<file path="config.mk">
export PLATFORM = sky130hd
export DESIGN_NAME = colour_matrix_conv
export DESIGN_NICKNAME = d
export VERILOG_FILES = /design/src/rtl/csc_pkg.sv /design/src/rtl/csc_cfg_regs.sv /design/src/rtl/csc_mul_stage.sv /design/src/rtl/csc_sum_stage.sv /design/src/rtl/colour_matrix_conv.sv
export SDC_FILE = /design/constraint.sdc
export NUM_CORES = 2
export LEC_CHECK = 0
export ABC_CLOCK_PERIOD_IN_PS = 16300
export BUFFER_PORTS_ARGS = -buffer_cell sky130_fd_sc_hd__buf_2
export CORE_ASPECT_RATIO = 1.25
export CORE_UTILIZATION = 50
export CTS_CLUSTER_DIAMETER = 60
export DETAILED_ROUTE_END_ITERATION = 10
export GPL_TIMING_DRIVEN = 0
export PLACE_DENSITY_LB_ADDON = 0.05
export SLEW_MARGIN = 20
export SYNTH_ARGS = -nofsm -noshare
export SYNTH_HDL_FRONTEND = slang
export SYNTH_SLANG_ARGS = --single-unit
export TNS_END_PERCENT = 50
</file>
<file path="constraint.sdc">
create_clock -name clk -period 16.3 [get_ports clk]
set_input_delay 0.815 -clock clk [delete_from_list [all_inputs] [get_ports clk]]
set_output_delay 0.815 -clock clk [all_outputs]
set_load 0.01 [all_outputs]
</file>
<file path="src/rtl/csc_pkg.sv">
package csc_pkg;
  typedef enum logic [1:0] {
    CSC_PASS     = 2'd0,
    CSC_YC2RGB   = 2'd1,
    CSC_RGB2YC   = 2'd2,
    CSC_PASS_ALT = 2'd3
  } csc_mode_e;

  localparam int NCH   = 3;
  localparam int NCOEF = NCH * NCH;
endpackage

</file>
<file path="src/rtl/csc_cfg_regs.sv">
module csc_cfg_regs
  import csc_pkg::*;
#(
  parameter int COEF_W = 11,
  parameter int OFS_W  = 9,
  parameter int ADDR_W = 3,
  parameter int DATA_W = 32,
  parameter int HI_LSB = 16
) (
  input  logic                     clk,
  input  logic                     rst,
  input  logic                     cfg_we,
  input  logic [ADDR_W-1:0]        cfg_addr,
  input  logic [DATA_W-1:0]        cfg_wdata,
  output csc_mode_e                mode,
  output logic signed [COEF_W-1:0] coef [NCOEF],
  output logic signed [OFS_W-1:0]  ofs  [NCH]
);
  localparam int NFIELD = NCOEF + NCH;

  logic unused_wdata;
  assign unused_wdata = ^{cfg_wdata[DATA_W-1:HI_LSB+COEF_W], cfg_wdata[HI_LSB-1:COEF_W]};

  always_ff @(posedge clk) begin
    if (rst) mode <= CSC_PASS;
    else if (cfg_we && cfg_addr == '0) mode <= csc_mode_e'(cfg_wdata[1:0]);
  end

  p_mode_write_r5: assert property (@(posedge clk) disable iff (rst)
    (cfg_we && cfg_addr == '0) |=> (mode == csc_mode_e'($past(cfg_wdata[1:0]))));

  // Two fields per word; word k+1 carries fields 2k (low) and 2k+1 (high).
  for (genvar f = 0; f < NFIELD; f++) begin : g_field
    localparam int WORD = f / 2 + 1;
    localparam int LSB  = (f % 2 == 1) ? HI_LSB : 0;
    if (f < NCOEF) begin : g_coef
      always_ff @(posedge clk) begin
        if (rst) coef[f] <= '0;
        else if (cfg_we && cfg_addr == ADDR_W'(WORD)) coef[f] <= cfg_wdata[LSB +: COEF_W];
      end
      p_coef_write_r5: assert property (@(posedge clk) disable iff (rst)
        (cfg_we && cfg_addr == ADDR_W'(WORD)) |=> (coef[f] == $past(cfg_wdata[LSB +: COEF_W])));
    end else begin : g_ofs
      always_ff @(posedge clk) begin
        if (rst) ofs[f-NCOEF] <= '0;
        else if (cfg_we && cfg_addr == ADDR_W'(WORD)) ofs[f-NCOEF] <= cfg_wdata[LSB +: OFS_W];
      end
      p_ofs_write_r6: assert property (@(posedge clk) disable iff (rst)
        (cfg_we && cfg_addr == ADDR_W'(WORD)) |=> (ofs[f-NCOEF] == $past(cfg_wdata[LSB +: OFS_W])));
    end
  end
endmodule

</file>
<file path="src/rtl/csc_mul_stage.sv">
module csc_mul_stage
  import csc_pkg::*;
#(
  parameter int PIX_W  = 8,
  parameter int COEF_W = 11,
  parameter int OFS_W  = 9,
  parameter int OPND_W = PIX_W + 2,
  parameter int PROD_W = COEF_W + OPND_W
) (
  input  logic                     clk,
  input  logic                     rst,
  input  logic                     in_valid,
  output logic                     in_ready,
  input  logic [PIX_W-1:0]         in_pix   [NCH],
  input  csc_mode_e                mode,
  input  logic signed [COEF_W-1:0] coef     [NCOEF],
  input  logic signed [OFS_W-1:0]  ofs      [NCH],
  output logic                     out_valid,
  input  logic                     out_ready,
  output logic signed [PROD_W-1:0] out_prod [NCOEF],
  output logic [PIX_W-1:0]         out_pix  [NCH],
  output csc_mode_e                out_mode,
  output logic signed [OFS_W-1:0]  out_ofs  [NCH]
);
  logic signed [OPND_W-1:0] opnd [NCH];

  // Input-side offset only for luma/chroma to RGB.
  for (genvar k = 0; k < NCH; k++) begin : g_opnd
    logic signed [OPND_W-1:0] pix_s;
    logic signed [OPND_W-1:0] ofs_s;
    assign pix_s   = $signed({2'b00, in_pix[k]});
    assign ofs_s   = OPND_W'(ofs[k]);
    assign opnd[k] = (mode == CSC_YC2RGB) ? (pix_s + ofs_s) : pix_s;
  end

  assign in_ready = !out_valid || out_ready;

  always_ff @(posedge clk) begin
    if (rst) out_valid <= 1'b0;
    else if (in_ready) out_valid <= in_valid;
  end

  always_ff @(posedge clk) begin
    if (in_valid && in_ready) begin
      out_mode <= mode;
      for (int i = 0; i < NCH; i++) begin
        out_pix[i] <= in_pix[i];
        out_ofs[i] <= ofs[i];
        for (int k = 0; k < NCH; k++)
          out_prod[i*NCH+k] <= PROD_W'(coef[i*NCH+k]) * PROD_W'(opnd[k]);
      end
    end
  end

  p_stage_hold_r10: assert property (@(posedge clk) disable iff (rst)
    (out_valid && !out_ready) |=> (out_valid && $stable(out_mode) && $stable(out_pix[0])));
endmodule

</file>
<file path="src/rtl/csc_sum_stage.sv">
module csc_sum_stage
  import csc_pkg::*;
#(
  parameter int PIX_W  = 8,
  parameter int OFS_W  = 9,
  parameter int PROD_W = 21,
  parameter int FRAC   = 8
) (
  input  logic                     clk,
  input  logic                     rst,
  input  logic                     in_valid,
  output logic                     in_ready,
  input  logic signed [PROD_W-1:0] in_prod [NCOEF],
  input  logic [PIX_W-1:0]         in_pix  [NCH],
  input  csc_mode_e                in_mode,
  input  logic signed [OFS_W-1:0]  in_ofs  [NCH],
  output logic                     out_valid,
  input  logic                     out_ready,
  output logic [PIX_W-1:0]         out_pix [NCH]
);
  localparam int ACC_W = PROD_W + 3;
  localparam logic signed [ACC_W-1:0] ROUND   = ACC_W'(2 ** (FRAC - 1));
  localparam logic signed [ACC_W-1:0] ZERO_S  = '0;
  localparam logic signed [ACC_W-1:0] PIX_MAX = ACC_W'(2 ** PIX_W - 1);

  logic convert;
  assign convert  = (in_mode == CSC_YC2RGB) || (in_mode == CSC_RGB2YC);
  assign in_ready = !out_valid || out_ready;

  always_ff @(posedge clk) begin
    if (rst) out_valid <= 1'b0;
    else if (in_ready) out_valid <= in_valid;
  end

  for (genvar c = 0; c < NCH; c++) begin : g_ch
    logic signed [ACC_W-1:0] bias, acc, shifted;
    logic [PIX_W-1:0]        res;

    // Output-side offset only for RGB to luma/chroma.
    assign bias = (in_mode == CSC_RGB2YC) ? (ACC_W'(in_ofs[c]) <<< FRAC) : ZERO_S;
    assign acc  = ACC_W'(in_prod[c*NCH]) + ACC_W'(in_prod[c*NCH+1])
                + ACC_W'(in_prod[c*NCH+2]) + bias + ROUND;
    assign shifted = acc >>> FRAC;

    always_comb begin
      if (!convert)              res = in_pix[c];
      else if (shifted < ZERO_S) res = '0;
      else if (shifted > PIX_MAX) res = '1;
      else                       res = shifted[PIX_W-1:0];
    end

    always_ff @(posedge clk) begin
      if (in_valid && in_ready) out_pix[c] <= res;
    end

    p_bypass_copy_r2: assert property (@(posedge clk) disable iff (rst)
      (in_valid && in_ready && !convert) |=> (out_pix[c] == $past(in_pix[c])));
  end

  p_out_hold_r10: assert property (@(posedge clk) disable iff (rst)
    (out_valid && !out_ready) |=> (out_valid && $stable(out_pix[0]) &&
                                   $stable(out_pix[1]) && $stable(out_pix[2])));
endmodule

</file>
<file path="src/rtl/colour_matrix_conv.sv">
module colour_matrix_conv
  import csc_pkg::*;
#(
  parameter int PIX_W  = 8,
  parameter int COEF_W = 11,
  parameter int OFS_W  = 9,
  parameter int ADDR_W = 3,
  parameter int DATA_W = 32,
  parameter int HI_LSB = 16,
  parameter int FRAC   = 8
) (
  input  logic              clk,
  input  logic              rst,
  input  logic              cfg_we,
  input  logic [ADDR_W-1:0] cfg_addr,
  input  logic [DATA_W-1:0] cfg_wdata,
  input  logic              in_valid,
  output logic              in_ready,
  input  logic [PIX_W-1:0]  in_c0,
  input  logic [PIX_W-1:0]  in_c1,
  input  logic [PIX_W-1:0]  in_c2,
  output logic              out_valid,
  input  logic              out_ready,
  output logic [PIX_W-1:0]  out_c0,
  output logic [PIX_W-1:0]  out_c1,
  output logic [PIX_W-1:0]  out_c2
);
  localparam int OPND_W = PIX_W + 2;
  localparam int PROD_W = COEF_W + OPND_W;

  csc_mode_e                mode, s1_mode;
  logic signed [COEF_W-1:0] coef    [NCOEF];
  logic signed [OFS_W-1:0]  ofs     [NCH];
  logic signed [OFS_W-1:0]  s1_ofs  [NCH];
  logic signed [PROD_W-1:0] s1_prod [NCOEF];
  logic [PIX_W-1:0]         in_pix  [NCH];
  logic [PIX_W-1:0]         s1_pix  [NCH];
  logic [PIX_W-1:0]         out_pix [NCH];
  logic                     s1_valid, s2_ready;

  assign in_pix[0] = in_c0;
  assign in_pix[1] = in_c1;
  assign in_pix[2] = in_c2;
  assign out_c0 = out_pix[0];
  assign out_c1 = out_pix[1];
  assign out_c2 = out_pix[2];

  csc_cfg_regs #(
    .COEF_W(COEF_W), .OFS_W(OFS_W), .ADDR_W(ADDR_W), .DATA_W(DATA_W), .HI_LSB(HI_LSB)
  ) u_regs (
    .clk(clk), .rst(rst), .cfg_we(cfg_we), .cfg_addr(cfg_addr), .cfg_wdata(cfg_wdata),
    .mode(mode), .coef(coef), .ofs(ofs)
  );

  csc_mul_stage #(
    .PIX_W(PIX_W), .COEF_W(COEF_W), .OFS_W(OFS_W), .OPND_W(OPND_W), .PROD_W(PROD_W)
  ) u_mul (
    .clk(clk), .rst(rst), .in_valid(in_valid), .in_ready(in_ready), .in_pix(in_pix),
    .mode(mode), .coef(coef), .ofs(ofs), .out_valid(s1_valid), .out_ready(s2_ready),
    .out_prod(s1_prod), .out_pix(s1_pix), .out_mode(s1_mode), .out_ofs(s1_ofs)
  );

  csc_sum_stage #(
    .PIX_W(PIX_W), .OFS_W(OFS_W), .PROD_W(PROD_W), .FRAC(FRAC)
  ) u_sum (
    .clk(clk), .rst(rst), .in_valid(s1_valid), .in_ready(s2_ready), .in_prod(s1_prod),
    .in_pix(s1_pix), .in_mode(s1_mode), .in_ofs(s1_ofs), .out_valid(out_valid),
    .out_ready(out_ready), .out_pix(out_pix)
  );

  p_reset_idle_r1: assert property (@(posedge clk)
    rst |=> (!out_valid && in_ready));

  p_full_stall_r10: assert property (@(posedge clk) disable iff (rst)
    (s1_valid && out_valid && !out_ready) |-> !in_ready);
endmodule

</file>
==> qor.csv <==
stage;metric;value;unit
floorplanning;Chip Height;384;um
sta;Max Slew Vio Count;0;
synth;top post-synthesis cells by count;inv_1 (1246), fa_1 (957), nand2_1 (779);
global_routing;vias in the first global route;44200;
synth;Syn. warnings;0;
global_routing;initial antenna violation count;22;
layout;area added between synthesis and finish;7.64;%
clocking;CTS buffer count;55;
sta;final hold violations;0;
synth;Post-Synthesis Cells;6146;
sta;skew final;0.0450;ns
global_routing;Remaining Overflow, GRT;0;
clocking;Clock Sinks;396;
clocking;CTS tree;yes;
sta;Final period util;0.580;
synth;syn_nets;7759;
power;Pleak;30.3;nW
setup_path;crit path launch type;flop;
layout;Nets;7903;
floorplanning;Top Ports;90;
placed_design;post-detail-place hpwl;142;mm
floorplanning;initial core utilization;0.506;
setup_path;crit path DAT;9.78;ns
sta;Worst-Margin Slew;1.20;ns
routing;drt drc;0;
clocking;setup bufs post-CTS;0;
power;sequential power share;0.308;
layout;layout cells sized above 1;0.0442;
clocking;Worst-Skew Late Latency;0.68;ns
floorplanning;Core Footprint;115000;um2
synth;Synth area leaders;fa_1 (33%), edfxtp_1 (14%), ha_1 (13%);
global_routing;first-pass GRT wire length;265;mm
global_routing;Global Route Usage Sum;0.305;
clocking;cts repair resizes;0;
sta;crit path time final;9.46;ns
setup_path;Setup CP Type;reg2reg;
power;IR drop worst, VDD;0.0000795;V
setup_path;CP max FO;10;
routing;via/cell ratio;5.33;
power;clock power share;0.313;
clocking;clk root buf;clkbuf_16;
power;NetSw;1.49;mW
global_routing;largest net degree at the start of global routing;50;
synth;synthesized cell area;58200;um2
sta;Fmax;106;MHz
synth;count of different cell masters after synthesis;78;
synth;register area share after synthesis;0.182;
synth;synthesized flop and latch total;396;
synth;EDFF count, synth;266;
setup_path;WP data required;16.63;ns
clocking;clock tree buffer depth;3;
sta;Setup-failing EPs final;0;
routing;final WL;172;mm
placed_design;port bufs;78;
floorplanning;FP Rows;139;
routing;post-route ant nets;0;
power;Switching Share;0.383;
sta;relative slew slack;0.192;
outcome;status;finished clean;
placed_design;placed cell count;7784;
clocking;# hold bufs at CTS;0;
synth;async set-or-reset flop fraction in the synthesized netlist;0;
clocking;clock-pin slew on the worst setup and hold paths;0.07;ns
routing;routed length per instance;21.8;um
power;internal power;2.41;mW
synth;most used flip-flop cell after synthesis;edfxtp_1;
setup_path;Setup crit end kind;flop;
synth;Mean Syn Cell Area;9.47;um2
sta;unrepaired setup endpoints after global routing;false;
routing;Vias;42100;
layout;Final Non-Filler Cells;7895;
placed_design;placer congestion estimate;0.945;
routing;TritonRoute pass-1 iters;6;
run;Max Cap Viol;0;
synth;most frequent cell after synthesis;inv_1;
routing;DR iter-0 viols;3035;
power;pwr dens;62.3;nW/um2
hold_path;Hold Crit Class;in2reg;
floorplanning;Die Span X;307;um
clocking;H-Tree Depth;2;
floorplanning;die area;118000;um2
synth;area share of the largest cell type after synthesis;0.329;
power;Comb power frac;0.379;
synth;cell accounting for the most synthesized area;fa_1;
sta;final setup TNS;0;ns
## through the flow
step           utilization  cell area, um2  hold slack (ns)  setup WS (ns)  power (mW)
2_1_floorplan            -           58200            0.421           8.85        2.24
3_3_place_gp         0.526           60600            0.440           5.31        2.68
3_5_place_dp         0.528           60800            0.445           6.25        2.69
4_1_cts              0.544           62600            0.344           6.82        3.92
5_1_grt              0.544           62700            0.364           6.55        4.13
6_report             0.544           62700            0.377           6.84        3.90
## worst paths after layout
path / from / end / slack, ns / cells after the start
max reg2reg: u_regs.mode[1] / u_mul.out_prod[83] / 6.84 / 23
min: in_c0[0] / u_mul.out_pix[16] / 0.38 / 1
min reg2reg: u_regs.coef[48] / u_regs.coef[48] / 0.45 / 2
max: u_regs.mode[1] / u_mul.out_prod[83] / 6.84 / 23
## power by group through the flow
stage / Sequential (mW) / Clock [mW] / Combinational [mW]
2_1_floorplan: 1.21 / 0 / 1.03
3_3_place_gp: 1.24 / 0 / 1.44
3_5_place_dp: 1.22 / 0 / 1.46
4_1_cts: 1.20 / 1.24 / 1.47
5_1_grt: 1.21 / 1.28 / 1.64
6_report: 1.20 / 1.22 / 1.48
## kinds of logic (layout without fill, tap and decap cells)
group	Yosys count	in the layout	synth area share
xor gates and xnor gates	293	293	0.0441
DFF	396	396	0.182
other	0	7	0
and+or+nand+nor	1711	1711	0.141
buffers and inverters	1485	1676	0.0957
muxes	23	23	0.00421
adders and majority gates	1549	1549	0.456
AOI/OAI and AO/OA	689	689	0.0771
## final cells by class
| type | instances | area, um2 |
|---|---|---|
| Clock buffer | 68 | 1500 |
| Inverter | 1246 | 4680 |
| Tap cell | 1551 | 1940 |
| Fill cell | 10700 | 52500 |
| Antenna cell | 7 | 17.5 |
| Timing Repair Buffer | 87 | 591 |
| Clock inverter | 36 | 330 |
| Buffer | 239 | 901 |
| Sequential cell | 396 | 10600 |
| Multi-Input combinational cell | 4265 | 42100 |
## layer usage
layer / vias to the layer above / track usage / part of all wire
li1: 19400 / - / -
met1: 21200 / 0.383 / 0.40
met2: 1202 / 0.511 / 0.48
met3: 320 / 0.0533 / 0.071
met4: 10 / 0.138 / 0.054
met5: - / 0 / 0.00037
## cells in the final DEF (no fill, tap or decap), types with 7 or more instances in the layout
| cell | count |
|---|---|
| and3_1 | 25 |
| a21o_1 | 66 |
| clkbuf_16 | 57 |
| a21oi_1 | 296 |
| a211oi_1 | 15 |
| or2_2 | 36 |
| xor2_1 | 59 |
| nor3b_1 | 7 |
| clkinv_2 | 8 |
| a221o_1 | 26 |
| nor2_1 | 196 |
| diode_2 | 7 |
| inv_6 | 9 |
| mux2_2 | 12 |
| nand2_1 | 779 |
| inv_1 | 1246 |
| o211ai_1 | 19 |
| and2_1 | 361 |
| clkbuf_1 | 243 |
| xnor2_1 | 231 |
| nand3_1 | 46 |
| mux2i_1 | 9 |
| nor3_1 | 39 |
| dfxtp_1 | 130 |
| edfxtp_1 | 266 |
| inv_8 | 7 |
| or3_1 | 10 |
| o21ai_1 | 24 |
| nand2b_1 | 27 |
| ha_1 | 592 |
| buf_2 | 78 |
| o21ai_0 | 64 |
| fa_1 | 957 |
| a31o_2 | 11 |
| nor2b_1 | 158 |
| o21a_1 | 24 |
| a31oi_1 | 22 |
| o21bai_1 | 31 |
## sequential cells by signal, indices dropped and copies added (netlist names)
register         cells
u_mul.out_valid      1
u_sum.out_pix       24
u_mul.out_prod     189
u_mul.out_ofs       27
u_regs.mode          2
u_sum.out_valid      1
u_mul.out_pix       24
u_regs.ofs          27
u_regs.coef         99
u_mul.out_mode       2
## critical path: stages (launching register included)
cell and delay, ns:
dfxtp_1 0.35, nand2b_1 0.19, clkbuf_2 0.61, clkbuf_1 0.93, nand2_1 0.11, o21ai_1 0.55, clkbuf_1 0.58, nand2_1 0.16
fa_1 0.53, inv_1 0.05, fa_1 0.49, inv_1 0.05, fa_1 0.53, inv_1 0.06, fa_1 0.53, fa_1 0.45
ha_1 0.24, a2111oi_0 0.61, o31a_1 0.27, a21oi_1 0.09, nor2b_1 0.16, a2111oi_1 0.52, a21oi_1 0.17, xnor2_1 0.84
No activity file was read; power rests on OpenSTA's default activity.
